[src/rtl/exp_pkg.sv]
package exp_pkg;
  localparam int BYTE_W  = 8;
  localparam int ADDR_W  = 7;
  localparam int SEL_W   = 2;
  localparam int REG_CNT = 1 << SEL_W;

  localparam int REG_IN  = 0;
  localparam int REG_OUT = 1;
  localparam int REG_POL = 2;
  localparam int REG_CFG = 3;

  typedef enum logic [3:0] {
    ST_IDLE,
    ST_ADDR,
    ST_ADDR_ACK,
    ST_CMD,
    ST_CMD_ACK,
    ST_WDATA,
    ST_WDATA_ACK,
    ST_RDATA,
    ST_RACK,
    ST_IGNORE
  } state_t;

  function automatic logic [BYTE_W-1:0] reg_reset(input int idx);
    return (idx == REG_POL) ? '0 : '1;
  endfunction
endpackage

[src/rtl/exp_bus_sync.sv]
module exp_bus_sync #(
  parameter int STAGES = 2
) (
  input  logic clk,
  input  logic rst_n,
  input  logic scl_raw,
  input  logic sda_raw,
  output logic scl_s,
  output logic sda_s,
  output logic scl_rise,
  output logic scl_fall,
  output logic start_det,
  output logic stop_det
);
  logic [STAGES:0] scl_pipe_q, scl_pipe_d;
  logic [STAGES:0] sda_pipe_q, sda_pipe_d;
  logic            scl_prev, sda_prev;

  always_comb begin
    scl_pipe_d = {scl_pipe_q[STAGES-1:0], scl_raw};
    sda_pipe_d = {sda_pipe_q[STAGES-1:0], sda_raw};
  end

  always_ff @(posedge clk or negedge rst_n) begin
    if (!rst_n) begin
      scl_pipe_q <= '1;
      sda_pipe_q <= '1;
    end else begin
      scl_pipe_q <= scl_pipe_d;
      sda_pipe_q <= sda_pipe_d;
    end
  end

  assign scl_s    = scl_pipe_q[STAGES-1];
  assign sda_s    = sda_pipe_q[STAGES-1];
  assign scl_prev = scl_pipe_q[STAGES];
  assign sda_prev = sda_pipe_q[STAGES];

  assign scl_rise  = scl_s & ~scl_prev;
  assign scl_fall  = ~scl_s & scl_prev;
  assign start_det = scl_s & scl_prev & sda_prev & ~sda_s;
  assign stop_det  = scl_s & scl_prev & ~sda_prev & sda_s;
endmodule

[src/rtl/exp_regfile.sv]
module exp_regfile
  import exp_pkg::*;
(
  input  logic              clk,
  input  logic              rst_n,
  input  logic              wr_en,
  input  logic [SEL_W-1:0]  wr_sel,
  input  logic [BYTE_W-1:0] wr_data,
  input  logic              cap_en,
  input  logic [BYTE_W-1:0] pins,
  input  logic [SEL_W-1:0]  rd_sel,
  output logic [BYTE_W-1:0] rd_data,
  output logic [BYTE_W-1:0] out_reg,
  output logic [BYTE_W-1:0] pol_reg,
  output logic [BYTE_W-1:0] cfg_reg
);
  logic [BYTE_W-1:0] bank [REG_CNT];
  logic [BYTE_W-1:0] in_q, in_d;

  always_comb in_d = pins ^ bank[REG_POL];

  always_ff @(posedge clk or negedge rst_n) begin
    if (!rst_n)      in_q <= '0;
    else if (cap_en) in_q <= in_d;
  end

  assign bank[REG_IN] = in_q;

  for (genvar g = 1; g < REG_CNT; g++) begin : g_wreg
    logic [BYTE_W-1:0] q;
    logic              en;
    assign en = wr_en && (wr_sel == SEL_W'(g));
    always_ff @(posedge clk or negedge rst_n) begin
      if (!rst_n)  q <= reg_reset(g);
      else if (en) q <= wr_data;
    end
    assign bank[g] = q;
  end

  assign rd_data = bank[rd_sel];
  assign out_reg = bank[REG_OUT];
  assign pol_reg = bank[REG_POL];
  assign cfg_reg = bank[REG_CFG];


  reg_in_write_ignored_chk: assert property (@(posedge clk) disable iff (!rst_n)
    (wr_en && wr_sel == SEL_W'(REG_IN)) |=>
      ($stable(bank[REG_OUT]) && $stable(bank[REG_POL]) && $stable(bank[REG_CFG])));


  input_hold_chk: assert property (@(posedge clk) disable iff (!rst_n)
    !cap_en |=> $stable(in_q));
endmodule

[src/rtl/exp_target_fsm.sv]
module exp_target_fsm
  import exp_pkg::*;
#(
  parameter int                        STRAP_W     = 3,
  parameter logic [ADDR_W-STRAP_W-1:0] ADDR_PREFIX = 4'b0111
) (
  input  logic               clk,
  input  logic               rst_n,
  input  logic               scl_s,
  input  logic               sda_s,
  input  logic               scl_rise,
  input  logic               scl_fall,
  input  logic               start_det,
  input  logic               stop_det,
  input  logic [STRAP_W-1:0] strap,
  input  logic [BYTE_W-1:0]  rd_data,
  output logic [SEL_W-1:0]   rd_sel,
  output logic               wr_en,
  output logic [SEL_W-1:0]   wr_sel,
  output logic [BYTE_W-1:0]  wr_data,
  output logic               cap_en,
  output logic               sda_oe
);
  localparam int          CNT_W = $clog2(BYTE_W + 1);
  localparam logic [CNT_W-1:0] FULL  = CNT_W'(BYTE_W);
  localparam logic [CNT_W-1:0] LAST  = CNT_W'(BYTE_W - 1);

  state_t             state_q, state_d;
  logic [CNT_W-1:0]   cnt_q, cnt_d;
  logic [BYTE_W-1:0]  rx_q, rx_d;
  logic [BYTE_W-1:0]  tx_q, tx_d;
  logic [SEL_W-1:0]   ptr_q, ptr_d;
  logic               rw_q, rw_d;
  logic               oe_q, oe_d;
  logic               ack_q, ack_d;
  logic               rx_state, byte_full, addr_hit;

  assign rx_state  = (state_q == ST_ADDR) || (state_q == ST_CMD) || (state_q == ST_WDATA);
  assign byte_full = (cnt_q == FULL);
  assign addr_hit  = (rx_q[BYTE_W-1:1] == {ADDR_PREFIX, strap});

  always_comb begin
    state_d = state_q;
    cnt_d   = cnt_q;
    rx_d    = rx_q;
    tx_d    = tx_q;
    ptr_d   = ptr_q;
    rw_d    = rw_q;
    oe_d    = oe_q;
    ack_d   = ack_q;
    wr_en   = 1'b0;
    cap_en  = 1'b0;
    if (stop_det) begin
      state_d = ST_IDLE;
      oe_d    = 1'b0;
      cnt_d   = '0;
    end else if (start_det) begin
      state_d = ST_ADDR;
      oe_d    = 1'b0;
      cnt_d   = '0;
    end else begin
      if (rx_state && scl_rise && !byte_full) begin
        rx_d  = {rx_q[BYTE_W-2:0], sda_s};
        cnt_d = cnt_q + 1'b1;
      end
      case (state_q)
        ST_ADDR: begin
          if (scl_fall && byte_full) begin
            cnt_d = '0;
            if (addr_hit) begin
              rw_d    = rx_q[0];
              oe_d    = 1'b1;
              state_d = ST_ADDR_ACK;
            end else begin
              state_d = ST_IGNORE;
            end
          end
        end
        ST_ADDR_ACK: begin
          if (scl_rise) cap_en = 1'b1;
          if (scl_fall) begin
            if (rw_q) begin
              tx_d    = rd_data;
              oe_d    = ~rd_data[BYTE_W-1];
              state_d = ST_RDATA;
            end else begin
              oe_d    = 1'b0;
              state_d = ST_CMD;
            end
          end
        end
        ST_CMD: begin
          if (scl_fall && byte_full) begin
            cnt_d   = '0;
            ptr_d   = rx_q[SEL_W-1:0];
            oe_d    = 1'b1;
            state_d = ST_CMD_ACK;
          end
        end
        ST_WDATA: begin
          if (scl_fall && byte_full) begin
            cnt_d   = '0;
            wr_en   = 1'b1;
            oe_d    = 1'b1;
            state_d = ST_WDATA_ACK;
          end
        end
        ST_CMD_ACK, ST_WDATA_ACK: begin
          if (scl_fall) begin
            oe_d    = 1'b0;
            state_d = ST_WDATA;
          end
        end
        ST_RDATA: begin
          if (scl_fall) begin
            if (cnt_q == LAST) begin
              cnt_d   = '0;
              oe_d    = 1'b0;
              state_d = ST_RACK;
            end else begin
              tx_d  = {tx_q[BYTE_W-2:0], 1'b0};
              oe_d  = ~tx_q[BYTE_W-2];
              cnt_d = cnt_q + 1'b1;
            end
          end
        end
        ST_RACK: begin
          if (scl_rise) begin
            ack_d  = ~sda_s;
            cap_en = 1'b1;
          end
          if (scl_fall) begin
            if (ack_q) begin
              tx_d    = rd_data;
              oe_d    = ~rd_data[BYTE_W-1];
              state_d = ST_RDATA;
            end else begin
              state_d = ST_IGNORE;
            end
          end
        end
        default: ;
      endcase
    end
  end

  always_ff @(posedge clk or negedge rst_n) begin
    if (!rst_n) begin
      state_q <= ST_IDLE;
      cnt_q   <= '0;
      rx_q    <= '0;
      tx_q    <= '0;
      ptr_q   <= '0;
      rw_q    <= 1'b0;
      oe_q    <= 1'b0;
      ack_q   <= 1'b0;
    end else begin
      state_q <= state_d;
      cnt_q   <= cnt_d;
      rx_q    <= rx_d;
      tx_q    <= tx_d;
      ptr_q   <= ptr_d;
      rw_q    <= rw_d;
      oe_q    <= oe_d;
      ack_q   <= ack_d;
    end
  end

  assign rd_sel  = ptr_q;
  assign wr_sel  = ptr_q;
  assign wr_data = rx_q;
  assign sda_oe  = oe_q;


  addr_miss_quiet_chk: assert property (@(posedge clk) disable iff (!rst_n)
    (state_q == ST_ADDR && scl_fall && byte_full && !addr_hit && !start_det && !stop_det)
      |=> (!oe_q && state_q == ST_IGNORE));


  ptr_hold_chk: assert property (@(posedge clk) disable iff (!rst_n)
    (state_q != ST_CMD) |=> $stable(ptr_q));


  nack_release_chk: assert property (@(posedge clk) disable iff (!rst_n)
    (state_q == ST_RACK && scl_fall && !ack_q) |=> (!oe_q && state_q == ST_IGNORE));


  stop_idle_chk: assert property (@(posedge clk) disable iff (!rst_n)
    stop_det |=> (state_q == ST_IDLE && !oe_q));


  oe_scl_low_chk: assert property (@(posedge clk) disable iff (!rst_n)
    !$stable(oe_q) |-> !scl_s);
endmodule

[src/rtl/exp_i2c_target.sv]
module exp_i2c_target
  import exp_pkg::*;
#(
  parameter int                        STRAP_W     = 3,
  parameter logic [ADDR_W-STRAP_W-1:0] ADDR_PREFIX = 4'b0111,
  parameter int                        SYNC_STAGES = 2
) (
  input  logic               clk,
  input  logic               rst_n,
  input  logic               scl_i,
  input  logic               sda_i,
  output logic               sda_oe,
  input  logic [STRAP_W-1:0] strap,
  input  logic [BYTE_W-1:0]  pins,
  output logic [BYTE_W-1:0]  out_reg,
  output logic [BYTE_W-1:0]  pol_reg,
  output logic [BYTE_W-1:0]  cfg_reg
);
  logic              rst_meta_q, rst_sync_q;
  logic              scl_s, sda_s, scl_rise, scl_fall, start_det, stop_det;
  logic [SEL_W-1:0]  rd_sel, wr_sel;
  logic [BYTE_W-1:0] rd_data, wr_data;
  logic              wr_en, cap_en;

  always_ff @(posedge clk or negedge rst_n) begin
    if (!rst_n) begin
      rst_meta_q <= 1'b0;
      rst_sync_q <= 1'b0;
    end else begin
      rst_meta_q <= 1'b1;
      rst_sync_q <= rst_meta_q;
    end
  end

  exp_bus_sync #(.STAGES(SYNC_STAGES)) u_sync (
    .clk       (clk),
    .rst_n     (rst_sync_q),
    .scl_raw   (scl_i),
    .sda_raw   (sda_i),
    .scl_s     (scl_s),
    .sda_s     (sda_s),
    .scl_rise  (scl_rise),
    .scl_fall  (scl_fall),
    .start_det (start_det),
    .stop_det  (stop_det)
  );

  exp_target_fsm #(.STRAP_W(STRAP_W), .ADDR_PREFIX(ADDR_PREFIX)) u_fsm (
    .clk       (clk),
    .rst_n     (rst_sync_q),
    .scl_s     (scl_s),
    .sda_s     (sda_s),
    .scl_rise  (scl_rise),
    .scl_fall  (scl_fall),
    .start_det (start_det),
    .stop_det  (stop_det),
    .strap     (strap),
    .rd_data   (rd_data),
    .rd_sel    (rd_sel),
    .wr_en     (wr_en),
    .wr_sel    (wr_sel),
    .wr_data   (wr_data),
    .cap_en    (cap_en),
    .sda_oe    (sda_oe)
  );

  exp_regfile u_regs (
    .clk     (clk),
    .rst_n   (rst_sync_q),
    .wr_en   (wr_en),
    .wr_sel  (wr_sel),
    .wr_data (wr_data),
    .cap_en  (cap_en),
    .pins    (pins),
    .rd_sel  (rd_sel),
    .rd_data (rd_data),
    .out_reg (out_reg),
    .pol_reg (pol_reg),
    .cfg_reg (cfg_reg)
  );
endmodule

[config.mk]
export PLATFORM = sky130hd
export DESIGN_NAME = exp_i2c_target
export DESIGN_NICKNAME = d
export VERILOG_FILES = /design/src/rtl/exp_pkg.sv /design/src/rtl/exp_bus_sync.sv /design/src/rtl/exp_regfile.sv /design/src/rtl/exp_target_fsm.sv /design/src/rtl/exp_i2c_target.sv
export SDC_FILE = /design/constraint.sdc
export NUM_CORES = 1
export LEC_CHECK = 0
export BUFFER_PORTS_ARGS = -buffer_cell sky130_fd_sc_hd__buf_4
export CAP_MARGIN = 20
export CORE_MARGIN = 4
export CORE_UTILIZATION = 60
export DETAILED_ROUTE_END_ITERATION = 16
export PLACE_DENSITY = 0.81
export REMOVE_ABC_BUFFERS = 1
export SYNTH_ARGS = -nofsm -noshare
export SYNTH_HDL_FRONTEND = slang
export SYNTH_SLANG_ARGS = --single-unit
[constraint.sdc]
create_clock -name clk -period 3.2 [get_ports clk]
set_input_delay 0.32 -clock clk [delete_from_list [all_inputs] [get_ports clk]]
set_output_delay 0.32 -clock clk [all_outputs]
set_load 0.02 [all_outputs]
==> reports/summary.txt <==
================================================================================
Internal power component ..........................................     1.950 mW
GRT Overall Usage .................................................       0.2411
Sort of element at the start of the critical path .................     register
Worst Setup SP .................................................... u_fsm.cnt_q[1]
Full die area ..................................................... 0.007220 mm^2
Row count .........................................................           27
Worst r2r src ..................................................... u_fsm.cnt_q[1]
Req. time, crit path ..............................................      3420 ps
Hold/Removal Path Class ........................................... input pin to register
Die X-Extent ......................................................     84.97 um
Wire per inst .....................................................     18.86 um
Clock Power Share .................................................        0.229
Slew Limit Fails ..................................................            0
Post-synthesis cell type count ....................................           60
Combinational share of power ......................................        0.331
Cell area after synthesis ......................................... 0.003555 mm^2
Arrival @ worst endpoint ..........................................      2770 ps
Nets ..............................................................          362
Insertion delay of the later-clocked pin in the worst-skew pair ...       340 ps
Fraction of registers with async set/reset ........................        1.000
Critical setup path kind .......................................... register to register
Synth Area in Compound Gates ......................................       0.1172
Critical path fanouts, max ........................................            8
Number of enable flip-flop cells after synthesis ..................            0
End-of-flow core utilization ......................................       0.7299
Number of post-CTS setup repair buffers ...........................            0
Yosys warns .......................................................            0
Top-Level Pins ....................................................           40
Power dissipated by switching net loads ...........................     1.072 mW
Placed Area ....................................................... 0.003916 mm^2
Adder-cell share of the synthesized area ..........................     0.007040
Num Clock Sinks ...................................................           68
Wire length of the first global-routing pass ......................     13430 um
Final design area excluding fillers ............................... 0.004118 mm^2
Most used flip-flop cell after synthesis ..........................      dfrtp_1
Area of the multi-input gates ..................................... 0.001732 mm^2
# port buffers ....................................................           39
Core Area ......................................................... 0.005642 mm^2
Residual overflow from global routing .............................            0
Vertical die dimension ............................................     84.97 um
Post-synthesis mux area share .....................................       0.2024
Mean area per synthesized cell ....................................   11.77 um^2
Slew at the pin closest to its max-slew limit .....................     789.8 ps
Setup TNS after final layout ......................................         0 ps
Initial Util ......................................................       0.6301
Most frequent cells in the layout ................................. buf_4, dfrtp_1, mux2_2, nand2_1, dfstp_2
Clock tree from TritonCTS .........................................          yes
Vias in the first global route ....................................         2639
Achievable frequency ..............................................    392.4 MHz
Number of standard cells after synthesis ..........................          302
Number of buffers inserted during clock tree synthesis ............            9
Post-CTS Hold Fix Bufs ............................................            1
Final wirelength ..................................................      7957 um
Final hold violation count ........................................            0
Setup repair after global routing missed its margin ...............        false
Maxcap violations .................................................            0
DR pass1 iterations ...............................................            6
Hold Path Origin ..................................................        sda_i
Root buf cell .....................................................     clkbuf_8
Yosys reg bits ....................................................           68
Remaining antenna violation count .................................            0
Placer Congestion .................................................       0.9457
Detailed-route DRC error count ....................................            0
Net Sw Frac .......................................................       0.3548
Max-slew headroom .................................................       0.4735
Fraction of the mapped netlist area in simple logic gates .........       0.1274
Final setup viols .................................................            0
Leakage power figure ..............................................     1.825 nW
Number of antenna violations at the first check in global routing .            0
Power per unit of standard cell area .............................. 734.0 mW/mm^2
Drt via density ...................................................        6.168
Area overhead of the layout relative to synthesis .................       15.84%
Nature of the critical path endpoint ..............................     register
Maximum level of the CTS H-tree ...................................            3
Worst vdd ir ......................................................    0.4183 mV
Flip-flop and latch area .......................................... 0.001730 mm^2
Largest net degree at the start of global routing .................           38
Min Tclk post-route ...............................................      2549 ps
Quantity of gates resized following cts ...........................            0
HPWL after DPL ....................................................      5671 um
Register share of total power .....................................        0.440
Status ............................................................ complete, no violations
Largest family of logic cells by synthesized area ................. multiplexers
Number of vias after detailed routing .............................         2603
Sequential fraction of the synthesis area .........................       0.4864
Clock transition at path regs .....................................        80 ps
Fill count ........................................................          384
N_diodes ..........................................................            0
Layout cell share with drive strength beyond 1 ....................       0.3800
Bufs on Longest Clock Path ........................................            2
Final setup skew ..................................................     9.495 ps
Detailed router's first-iteration violation count .................          214
Overall power consumption .........................................     3.022 mW
Tcrit/Tclk final ..................................................       0.7965
Post-synthesis xor/xnor area fraction .............................      0.03203
================================================================================
## worst paths after layout
path / endpoint / slack, ps / depth (start not counted)
min reg2reg: u_regs.pol_reg[7] / 350 / 0
max: u_regs.pol_reg[6] / 650 / 7
min in group asynchronous: rst_meta_q / 290 / 2
max reg2reg: u_regs.pol_reg[6] / 650 / 7
max in group asynchronous: u_sync.scl_pipe_q[2] / 2060 / 1
min: u_sync.sda_pipe_q[0] / 90 / 1
## cells in the mapped netlist (4+ instances only)
cell / n / area share
a21oi_1: 15 / 0.021
a211oi_1: 6 / 0.013
nand2b_1: 8 / 0.014
nor3_1: 5 / 0.0070
o21ai_0: 17 / 0.024
xnor2_1: 10 / 0.025
nor2_1: 15 / 0.016
clkbuf_1: 8 / 0.0084
inv_1: 7 / 0.0074
nand3_1: 4 / 0.0056
mux2_4: 6 / 0.025
mux4_2: 8 / 0.051
dfrtp_1: 46 / 0.32
nand4b_1: 4 / 0.0099
mux2_2: 27 / 0.086
dfstp_2: 22 / 0.16
mux2_1: 12 / 0.038
nand2_1: 24 / 0.025
## final cells by class
class	count	area share
clock buffers	10	0.03099
flip-flops and latches	68	0.4202
clock inverters	6	0.01550
inverters	7	0.006381
well taps	72	0.02188
repair buffers	46	0.08447
multi-input cells	213	0.4205
## logic make-up after synthesis
logic type,count (synthesis)
AND/OR/NAND/NOR,82
other,1
adder cells (fa/ha/maj),2
multiplexers,54
XOR/XNOR,13
flip-flops,68
buffers and inverters,21
AO/OA/AOI/OAI,61
## metal layers
metal	vias to the layer above	part of all wire	GRT usage
met3	20	0.053	0.04078
met5	-	0	0
met4	0	0.027	0.1108
li1	1193	-	-
met1	1278	0.43	0.3199
met2	112	0.49	0.3877
## metrics by stage
stage	setup WS [ps]	std cells	hold WS (ps)
after global routing	458.6	422	62.43
after global placement	774.3	405	102.3
after floorplan	821.2	288	24.41
final	651.3	422	87.81
after detailed placement	682.1	405	104.5
after CTS	668.1	422	72.26
## critical path, stage by stage, from the launching register on
cell and delay [ps]:
dfrtp_1 420, inv_1 100, ha_1 170, and3b_1 220
nand2_1 140, nor3b_2 310, nand4b_1 550, mux2_1 530
## power by group through the flow
stage               clock network (mW)  logic, mW  registers, mW
floorplan                            0      0.769           1.28
global placement                     0      0.973           1.33
detailed placement                   0      0.989           1.34
CTS                              0.701       1.00           1.32
global route                     0.748       1.11           1.36
finish                           0.693       1.00           1.33
Power figures use the tool's default switching activity.
